**config.mk**
```make
export PLATFORM = sky130hd
export DESIGN_NAME = ns_time_counter
export DESIGN_NICKNAME = d
export VERILOG_FILES = /design/src/rtl/ns_time_counter.sv
export SDC_FILE = /design/constraint.sdc
export NUM_CORES = 1
export LEC_CHECK = 0
export BUFFER_PORTS_ARGS = -buffer_cell sky130_fd_sc_hd__buf_2
export CAP_MARGIN = 20
export CORE_AREA = 2 2 179 181
export DETAILED_ROUTE_END_ITERATION = 12
export DIE_AREA = 0 0 181 183
export GPL_ROUTABILITY_DRIVEN = 0
export PLACE_DENSITY = 0.76
export SETUP_SLACK_MARGIN = 0.1
export SYNTH_ARGS = -nofsm -noshare
export SYNTH_HDL_FRONTEND = slang
export SYNTH_SLANG_ARGS = --single-unit
```
**constraint.sdc**
```tcl
create_clock -name clk -period 5.2 [get_ports clk]
set_clock_uncertainty 0.1 [all_clocks]
set_input_delay 1.04 -clock clk [delete_from_list [all_inputs] [get_ports clk]]
set_output_delay 1.04 -clock clk [all_outputs]
set_load 0.03 [all_outputs]
```
**src/rtl/ns_time_counter.sv**
```systemverilog
module ns_time_counter #(
  parameter int ADDR_W  = 8,
  parameter int DATA_W  = 32,
  parameter int BURST_W = 24,
  parameter int SLOW_W  = 32,
  parameter int DEF_W   = 4,
  parameter int COMP_W  = 12
) (
  input  logic              clk,
  input  logic              rst_n,
  input  logic              wr_en,
  input  logic              rd_en,
  input  logic [ADDR_W-1:0] addr,
  input  logic [DATA_W-1:0] wdata,
  output logic [DATA_W-1:0] rdata
);
  localparam int CNT_W = 2 * DATA_W;
  localparam int DEF_LSB = 4;
  localparam int COMP_LSB = 8;
  localparam int SHADOW_BIT = 17;
  localparam logic [ADDR_W-1:0] A_CFG   = ADDR_W'('h00);
  localparam logic [ADDR_W-1:0] A_STAT  = ADDR_W'('h04);
  localparam logic [ADDR_W-1:0] A_BURST = ADDR_W'('h08);
  localparam logic [ADDR_W-1:0] A_SLOW  = ADDR_W'('h0C);
  localparam logic [ADDR_W-1:0] A_CLO   = ADDR_W'('h10);
  localparam logic [ADDR_W-1:0] A_CHI   = ADDR_W'('h14);
  localparam logic [ADDR_W-1:0] A_CCFG  = ADDR_W'('h18);
  localparam logic [ADDR_W-1:0] A_MLO   = ADDR_W'('h1C);
  localparam logic [ADDR_W-1:0] A_MHI   = ADDR_W'('h20);

  logic              en, shadow, rst_en, ovf;
  logic [DEF_W-1:0]  def_inc;
  logic [COMP_W-1:0] comp_inc;
  logic [BURST_W-1:0] burst;
  logic [SLOW_W-1:0] slow_per, slow_cnt;
  logic [CNT_W-1:0]  count, cmp0, inc;
  logic [CNT_W:0]    sum;
  logic [DATA_W-1:0] hi_latch;

  wire w_cfg   = wr_en && addr == A_CFG;
  wire w_stat  = wr_en && addr == A_STAT;
  wire w_burst = wr_en && addr == A_BURST;
  wire w_slow  = wr_en && addr == A_SLOW;
  wire w_clo   = wr_en && addr == A_CLO;
  wire w_chi   = wr_en && addr == A_CHI;
  wire w_ccfg  = wr_en && addr == A_CCFG;
  wire w_mlo   = wr_en && addr == A_MLO;
  wire w_mhi   = wr_en && addr == A_MHI;
  wire cnt_wr  = w_clo || w_chi;
  wire lo_rd   = rd_en && addr == A_CLO;

  wire slow_fire = en && slow_per != '0 && slow_cnt == '0;
  wire use_comp  = burst != '0 || slow_fire;
  wire wrap_on   = shadow && rst_en;
  wire wrap_hit  = wrap_on && count >= cmp0;

  assign inc = use_comp ? CNT_W'(comp_inc) : CNT_W'(def_inc);
  assign sum = {1'b0, count} + {1'b0, inc};

  always_ff @(posedge clk or negedge rst_n) begin
    if (!rst_n) begin
      en <= 1'b0;
      def_inc <= '0;
      comp_inc <= '0;
      shadow <= 1'b0;
      rst_en <= 1'b0;
      cmp0 <= '0;
    end else begin
      if (w_cfg) begin
        en <= wdata[0];
        def_inc <= wdata[DEF_LSB +: DEF_W];
        comp_inc <= wdata[COMP_LSB +: COMP_W];
      end
      if (w_ccfg) begin
        shadow <= wdata[SHADOW_BIT];
        rst_en <= wdata[0];
      end
      if (w_mlo) cmp0[DATA_W-1:0] <= wdata;
      if (w_mhi) cmp0[CNT_W-1:DATA_W] <= wdata;
    end
  end

  always_ff @(posedge clk or negedge rst_n) begin
    if (!rst_n) count <= '0;
    else if (w_clo) count[DATA_W-1:0] <= wdata;
    else if (w_chi) count[CNT_W-1:DATA_W] <= wdata;
    else if (en) count <= wrap_hit ? '0 : sum[CNT_W-1:0];
  end

  always_ff @(posedge clk or negedge rst_n) begin
    if (!rst_n) ovf <= 1'b0;
    else if (en && !cnt_wr && !wrap_on && sum[CNT_W]) ovf <= 1'b1;
    else if (w_stat && wdata[0]) ovf <= 1'b0;
  end

  always_ff @(posedge clk or negedge rst_n) begin
    if (!rst_n) burst <= '0;
    else if (w_burst) burst <= wdata[BURST_W-1:0];
    else if (en && burst != '0) burst <= burst - BURST_W'(1);
  end

  always_ff @(posedge clk or negedge rst_n) begin
    if (!rst_n) begin
      slow_per <= '0;
      slow_cnt <= '0;
    end else if (w_slow) begin
      slow_per <= wdata[SLOW_W-1:0];
      slow_cnt <= (wdata[SLOW_W-1:0] == '0) ? '0 : wdata[SLOW_W-1:0] - SLOW_W'(1);
    end else if (en && slow_per != '0) begin
      slow_cnt <= (slow_cnt == '0) ? slow_per - SLOW_W'(1) : slow_cnt - SLOW_W'(1);
    end
  end

  always_ff @(posedge clk or negedge rst_n) begin
    if (!rst_n) hi_latch <= '0;
    else if (lo_rd) hi_latch <= count[CNT_W-1:DATA_W];
  end

  always_comb begin
    rdata = '0;
    case (addr)
      A_CFG: begin
        rdata[0] = en;
        rdata[DEF_LSB +: DEF_W] = def_inc;
        rdata[COMP_LSB +: COMP_W] = comp_inc;
      end
      A_STAT:  rdata[0] = ovf;
      A_BURST: rdata[BURST_W-1:0] = burst;
      A_SLOW:  rdata[SLOW_W-1:0] = slow_per;
      A_CLO:   rdata = count[DATA_W-1:0];
      A_CHI:   rdata = hi_latch;
      A_CCFG: begin
        rdata[SHADOW_BIT] = shadow;
        rdata[0] = rst_en;
      end
      A_MLO:   rdata = cmp0[DATA_W-1:0];
      A_MHI:   rdata = cmp0[CNT_W-1:DATA_W];
      default: rdata = '0;
    endcase
  end

  a_r2_hold_when_off: assert property (@(posedge clk) disable iff (!rst_n)
    (!en && !cnt_wr) |=> $stable(count));
  a_r4_burst_step: assert property (@(posedge clk) disable iff (!rst_n)
    (en && burst != '0 && !w_burst) |=> burst == $past(burst) - BURST_W'(1));
  a_r5_slow_bound: assert property (@(posedge clk) disable iff (!rst_n)
    (slow_per != '0) |-> slow_cnt < slow_per);
  a_r6_hi_capture: assert property (@(posedge clk) disable iff (!rst_n)
    lo_rd |=> hi_latch == $past(count[CNT_W-1:DATA_W]));
  a_r8_ovf_sticky: assert property (@(posedge clk) disable iff (!rst_n)
    (ovf && !(w_stat && wdata[0])) |=> ovf);
  a_r9_wrap_zero: assert property (@(posedge clk) disable iff (!rst_n)
    (en && shadow && rst_en && count >= cmp0 && !cnt_wr) |=> count == '0);
endmodule

```
# --- After elaboration in Yosys (flattened, before gate mapping) ---
# Index checks and enable logic that the tools add are counted.
classes:
  div: 0
  n_shift: 0
  bitwise_logic: 1
  n_eq_ne: 9
  addsub: 5
  reduce_logical: 35
  n_lt_le_gt_ge: 1
  muxes: 21
  mul: 0
op_table:
  columns: ["cell", "count"]
  rows:
  - ["32-bit 2-to-1 mux", 7]
  - ["64-bit 2-to-1 mux", 2]
  - ["32-bit by 1-bit subtractor with 32-bit output, second input constant", 3]
  - ["13-bit case mux with 7 select lines", 1]
  - ["64-bit by 12-bit adder with 65-bit output", 1]
  - ["64-bit >= comparator", 1]
  - ["32-bit zero test", 2]
  - ["24-bit 2-to-1 mux", 2]
  - ["8-bit case mux with 5 select lines", 1]
  - ["8-bit by 5-bit == test with 1-bit output, second input constant", 4]
  - ["32-bit nonzero test", 1]
  - ["4-bit case mux with 6 select lines", 1]
  - ["24-bit nonzero test", 1]
  - ["24-bit by 1-bit subtractor with 24-bit output, second input constant", 1]
  - ["1-bit logical AND", 19]
  - ["3-bit case mux with 6 select lines", 1]
  - ["8-bit by 4-bit == test with 1-bit output, second input constant", 2]
  - ["2-bit case mux with 7 select lines", 1]
  - ["12-bit 2-to-1 mux", 1]
  - ["2-bit nonzero test", 5]
  - ["1-bit case mux with 9 select lines", 1]
  - ["8-bit by 3-bit == test with 1-bit output, second input constant", 1]
  - ["8-bit by 6-bit == test with 1-bit output, second input constant", 1]
  - ["8-bit zero test", 1]
  - ["7 further kinds", 11]
word_totals:
  ramBits: 0
  inputBits: 44
  mem_count: 0
  ff_bits: 268
  mem_bits_ro: 0
  output_inout_bits: 32
  latchBits: 0
  wordCells: 86

# --- Depth between registers and ports, before layout ---
logic_depth:
  depth_word: 10
  mapped_depth: 20
  ltp_nobuf: 17

# --- Worst setup path after synthesis ---
# No wires, ideal clock.
synth_timing:
  path_type: "register -> register"
  start: "reg slow_cnt[7]"
  end: "reg count[45]"
  path_stages_with_launch: 21
  setup_slack_ns: -0.017
  t_arrival_ns: 4.993
  setup_ns: 0.124
  required_time_ns: 4.976
  path_buffers: 5
  period_less_slack_ns: 5.217
  path_cell_list: "dfrtp_1 > buf_6 > or3_4 > or4_1 > buf_2 > or4_4 > buf_6 > nor2_1 > nor2_1 > buf_2 > mux2_2 > ha_1 > and3_1 > a221oi_1 > o21ai_0 > o21a_1 > clkbuf_1 > nand3_1 > nor3_1 > and3b_1 > a211o_1"
synth_via:
  elab_chain_len: 8
synth_rtl:
  columns: ["item", "line", "text"]
  rows:
  - ["start: declaration", "35", "logic [SLOW_W-1:0] slow_per, slow_cnt;"]
  - ["start signal: assignment", "108", "slow_cnt <= (wdata[SLOW_W-1:0] == '0) ? '0 : wdata[SLOW_W-1:0] - SLOW_W'(1);"]
  - ["start signal: assignment", "110", "slow_cnt <= (slow_cnt == '0) ? slow_per - SLOW_W'(1) : slow_cnt - SLOW_W'(1);"]
  - ["32-bit zero test", "52", "wire slow_fire = en && slow_per != '0 && slow_cnt == '0;"]
  - ["1-bit logical AND", "52", null]
  - ["1-bit logical OR", "53", "wire use_comp = burst != '0 || slow_fire;"]
  - ["12-bit 2-to-1 mux", "57", "assign inc = use_comp ? CNT_W'(comp_inc) : CNT_W'(def_inc);"]
  - ["64-bit by 12-bit adder with 65-bit output", "58", "assign sum = {1'b0, count} + {1'b0, inc};"]
  - ["64-bit 2-to-1 mux (2 in a row)", "87", "else if (en) count <= wrap_hit ? '0 : sum[CNT_W-1:0];"]
  - ["32-bit 2-to-1 mux", "86", "else if (w_chi) count[CNT_W-1:DATA_W] <= wdata;"]
  - ["end signal: indexed assignment", "85", "else if (w_clo) count[DATA_W-1:0] <= wdata;"]
  - ["end signal: indexed assignment", "86", null]
  - ["end signal: assignment", "87", null]
  - ["end: declaration", "36", "logic [CNT_W-1:0] count, cmp0, inc;"]
# No other way between the ends. The select of a mux whose other input is x is not followed.
# A chain may end at the register's enable or synchronous reset.

# --- Final worst setup path ---
layout_timing:
  start: "reg slow_cnt[1]"
  end: "reg count[56]"
# The elaborated chain is that of the path after synthesis.

==> impl_metrics.env <==
export IMPL_vdd_drop_max_mv=0.258
export IMPL_wl_met2_um=27300
export IMPL_setup_viol_count_final=0
export IMPL_cts_htree_levels=1
export IMPL_num_rows=65
export IMPL_drc=0
export IMPL_antenna_found_initial=1
export IMPL_avgSynthCellArea_um2=8.73
export IMPL_cts_root_buffer_cell="clkbuf_16"
export IMPL_timing_critical_path_cells="or4_4 -> or4_4 -> or4_4 -> nor2_4 -> nor2_4 -> buf_4 -> nor2b_1 -> ha_4 -> a21o_4 -> a21oi_2 -> nor3_2 -> buf_4 -> a21boi_1 -> buf_4 -> and3_1 -> and3_1 -> o21ai_0 -> a211o_1"
export IMPL_clk_pwr_share_pct=38.5
export IMPL_gr_usage_all_layers_pct=36.7
export IMPL_yosysUniqueCellTypes=84
export IMPL_cts_max_path_buffers=3
export IMPL_filler_cell_count=2644
export IMPL_drt_vias_per_instance=6.98
export IMPL_core_area_um2=31200
export IMPL_setup_worst_path_end_class="register"
export IMPL_fmax_achieved_ghz=0.203
export IMPL_areaGrowthSynthToFinish_pct=12.2
export IMPL_static_leakage_power_nw=8.58
export IMPL_tightest_slew_ns=1.08
export IMPL_slowest_stage="or4_4"
export IMPL_number_of_placed_cells_counting_well_taps=2417
export IMPL_synthArstFlopShare_pct=100
export IMPL_yosysWarnings=0
export IMPL_rsz0062_at_grt="false"
export IMPL_finish_cell_count_without_fillers=2478
export IMPL_die_w_um=181
export IMPL_wire_per_inst_um=24.9
export IMPL_tritoncts="yes"
export IMPL_slew_limit_headroom_pct=27.8
export IMPL_swShare_pct=30.8
export IMPL_postRouteAntennaNets=0
export IMPL_top_fanout_value_on_the_critical_path=8
export IMPL_initial_cell_density_of_the_core_pct=55.9
export IMPL_comb_power_share_pct=17.1
export IMPL_clk_insertion_delay_late_ns=0.57
export IMPL_drt_iter0_markers=2626
export IMPL_port_buffer_count=75
export IMPL_minimum_clock_period_after_layout_ns=4.93
export IMPL_place_hpwl_um=43700
export IMPL_setup_worst_path_class="reg -> reg"
export IMPL_wl_met1_um=23200
export IMPL_pwr_density_cell_nw_per_um2=282
export IMPL_drt_pass1_iterations=7
export IMPL_power_report_internal_total_mw=3.83
export IMPL_ioPinCount=76
export IMPL_syn_cell_area_um2=17500
export IMPL_mappedNetlistNets=2126
export IMPL_tritoncts_buffers=30
export IMPL_minimum_hold_slack_ns=0.381
export IMPL_seqCellArea_um2=6710
export IMPL_final_hold_violation_count=0
export IMPL_worst_path_largest_cell_delay_ns=0.59
export IMPL_synth_edf_count=0
export IMPL_timing_max_cap_violations=0
export IMPL_wl_um=61700
export IMPL_yosysSeqAreaShare_pct=38.4
export IMPL_total_area_of_multi_input_combinational_cells_um2=10100
export IMPL_worst_setup_hold_path_clk_slew_ns=0.06
export IMPL_die_area_um2=33100
export IMPL_timing_final_ws_setup_ns=0.267
export IMPL_synth_ff_type="dfrtp_1"
export IMPL_timing_final_crit_share_pct=94.9
export IMPL_numClockSinks=268
export IMPL_startpoint_type="register"
export IMPL_timing_critical_path_arrival_ns=5.29
export IMPL_cts_hold_buffers=0
export IMPL_post_synth_inst_count=2000
export IMPL_largest_net_degree_at_the_start_of_global_routing=122
export IMPL_first_global_vias=16500
export IMPL_dpl_worst_slack_ns=-0.0969
export IMPL_vias=17300
export IMPL_cp_required_ns=5.56
export IMPL_seq_power_share_pct=44.5
export IMPL_grt_ovf=0
export IMPL_synth_seq_cells=268
export IMPL_outcome="completed"
export IMPL_route_met3_wl_um=8030
export IMPL_wire_length_of_the_first_global_routing_pass_um=95100
export IMPL_final_nets=2178
export IMPL_setup_tns_ns=0
export IMPL_slew_viol_final=0
export IMPL_hp_class="reg -> reg"
export IMPL_top_layer="met4"
export IMPL_drive_above_1_share_pct=17.4
export IMPL_die_height_um=183
export IMPL_p_sw_mw=1.70
flip-flops by register name, indices dropped and copies added (netlist names):
signal	cells
cmp0	64
def_inc	4
slow_per	32
burst	24
slow_cnt	32
shadow	1
hi_latch	32
rst_en	1
comp_inc	12
en	1
count	64
ovf	1
layout by cell type (no fill, tap or decap), types with 7 or more instances in the layout:
master	synthesis	layout
nor2_2	1	8
nor4_1	25	24
or4_1	35	32
a31oi_1	22	22
nand3_1	94	93
clkbuf_16	0	30
nand4_1	32	32
a211oi_1	14	14
a21oi_1	129	127
dfrtp_1	268	268
or3_1	26	25
clkbuf_8	0	7
a22oi_1	64	64
and3_1	23	23
o211ai_1	18	18
ha_1	81	80
o21a_1	8	8
nor2b_1	14	13
mux2_2	100	100
buf_2	9	75
buf_4	0	70
nor2_1	147	138
o21ai_1	7	9
a222oi_1	34	34
a21o_1	23	22
nand2b_1	8	8
o31ai_1	12	11
and4_1	7	7
xnor2_1	47	47
xor2_1	21	21
o221ai_1	7	7
o21ai_0	94	89
inv_1	91	91
nand2_1	240	240
clkinv_2	0	8
nor3_1	62	57
cell usage after synthesis (8+ instances only):
library cell,n,area (um^2)
a211oi_1,14,105
a21o_1,23,173
a21oi_1,129,646
a222oi_1,34,340
a22oi_1,64,480
a31oi_1,22,138
and3_1,23,144
buf_2,9,45.0
clkbuf_1,111,417
dfrtp_1,268,6710
ha_1,81,1010
inv_1,91,342
mux2_2,100,1130
nand2_1,240,901
nand2b_1,8,50.1
nand3_1,94,470
nand4_1,32,200
nor2_1,147,552
nor2b_1,14,87.6
nor3_1,62,310
nor4_1,25,156
o211ai_1,18,135
o21a_1,8,60.1
o21ai_0,94,470
o31ai_1,12,90.1
or3_1,26,163
or4_1,35,263
xnor2_1,47,412
xor2_1,21,184
layer usage:
layer  global-route usage (%)  vias up
li1                         -     7471
met1                     49.3     8367
met2                     57.2     1190
met3                     8.34      257
met4                     16.3        0
met5                        0        -
worst max-delay path, delay by kind of cell, from the launching register on:
family          cells  cell delay, ns
simple gates        9            2.74
flops               1            0.40
compound gates      5            0.82
fa+ha+maj           1            0.20
buf+inv             3            0.54
kinds of logic (layout without fill, tap and decap cells):
family,after synthesis,in the layout,synth area share [%]
DFF,268,268,38.4
other,0,1,0
adders and majority gates,82,82,5.92
and+or+nand+nor,749,749,21.0
muxes,107,107,6.86
buffers and inverters,221,296,4.91
AOI/OAI and AO/OA,505,505,19.5
xor gates and xnor gates,68,68,3.41
final timing paths:
check,endpoint,depth (start not counted),startpoint,slack (ns)
worst min register to register,hi_latch[18],2,hi_latch[18],0.38
worst max register to register,count[56],18,slow_cnt[1],0.27
min in group asynchronous,slow_per[5],1,rst_n,0.45
worst min-delay path,hi_latch[18],2,hi_latch[18],0.38
worst max-delay path,count[56],18,slow_cnt[1],0.27
max in group asynchronous,hi_latch[18],2,rst_n,3.56
per-stage QoR:
step | utilization (%) | cell area, um^2 | power (mW)
finish | 62.8 | 19600 | 5.53
global route | 62.7 | 19600 | 5.72
CTS | 62.2 | 19400 | 5.49
detailed placement | 59.0 | 18400 | 3.38
global placement | 59.0 | 18400 | 3.33
floorplan | - | 17500 | 3.01
power groups by stage:
stage | combinational [mW] | sequential (mW) | clock (mW)
after global placement | 0.863 | 2.47 | 0
after floorplan | 0.606 | 2.40 | 0
after detailed placement | 0.897 | 2.48 | 0
after global routing | 1.03 | 2.47 | 2.22
final | 0.944 | 2.46 | 2.13
after CTS | 0.910 | 2.44 | 2.14
what timing repair did:
item                                    4_1_cts  5_1_grt
pin swaps                                     1        4
resized for setup                             5       28
endpoints found under the setup margin       18       44
setup buffers                                 1        2
gates cloned                                  0        1
cell type report:
class | instances | share of cell area, %
flip-flops and latches | 268 | 34.2
clock inverters | 14 | 0.600
clock buffers | 41 | 4.40
diodes | 1 | 0.0128
repair buffers | 150 | 5.08
inverters | 91 | 1.74
well taps | 402 | 2.57
multi-input cells | 1511 | 51.4
No activity file was read; power rests on OpenSTA's default activity.
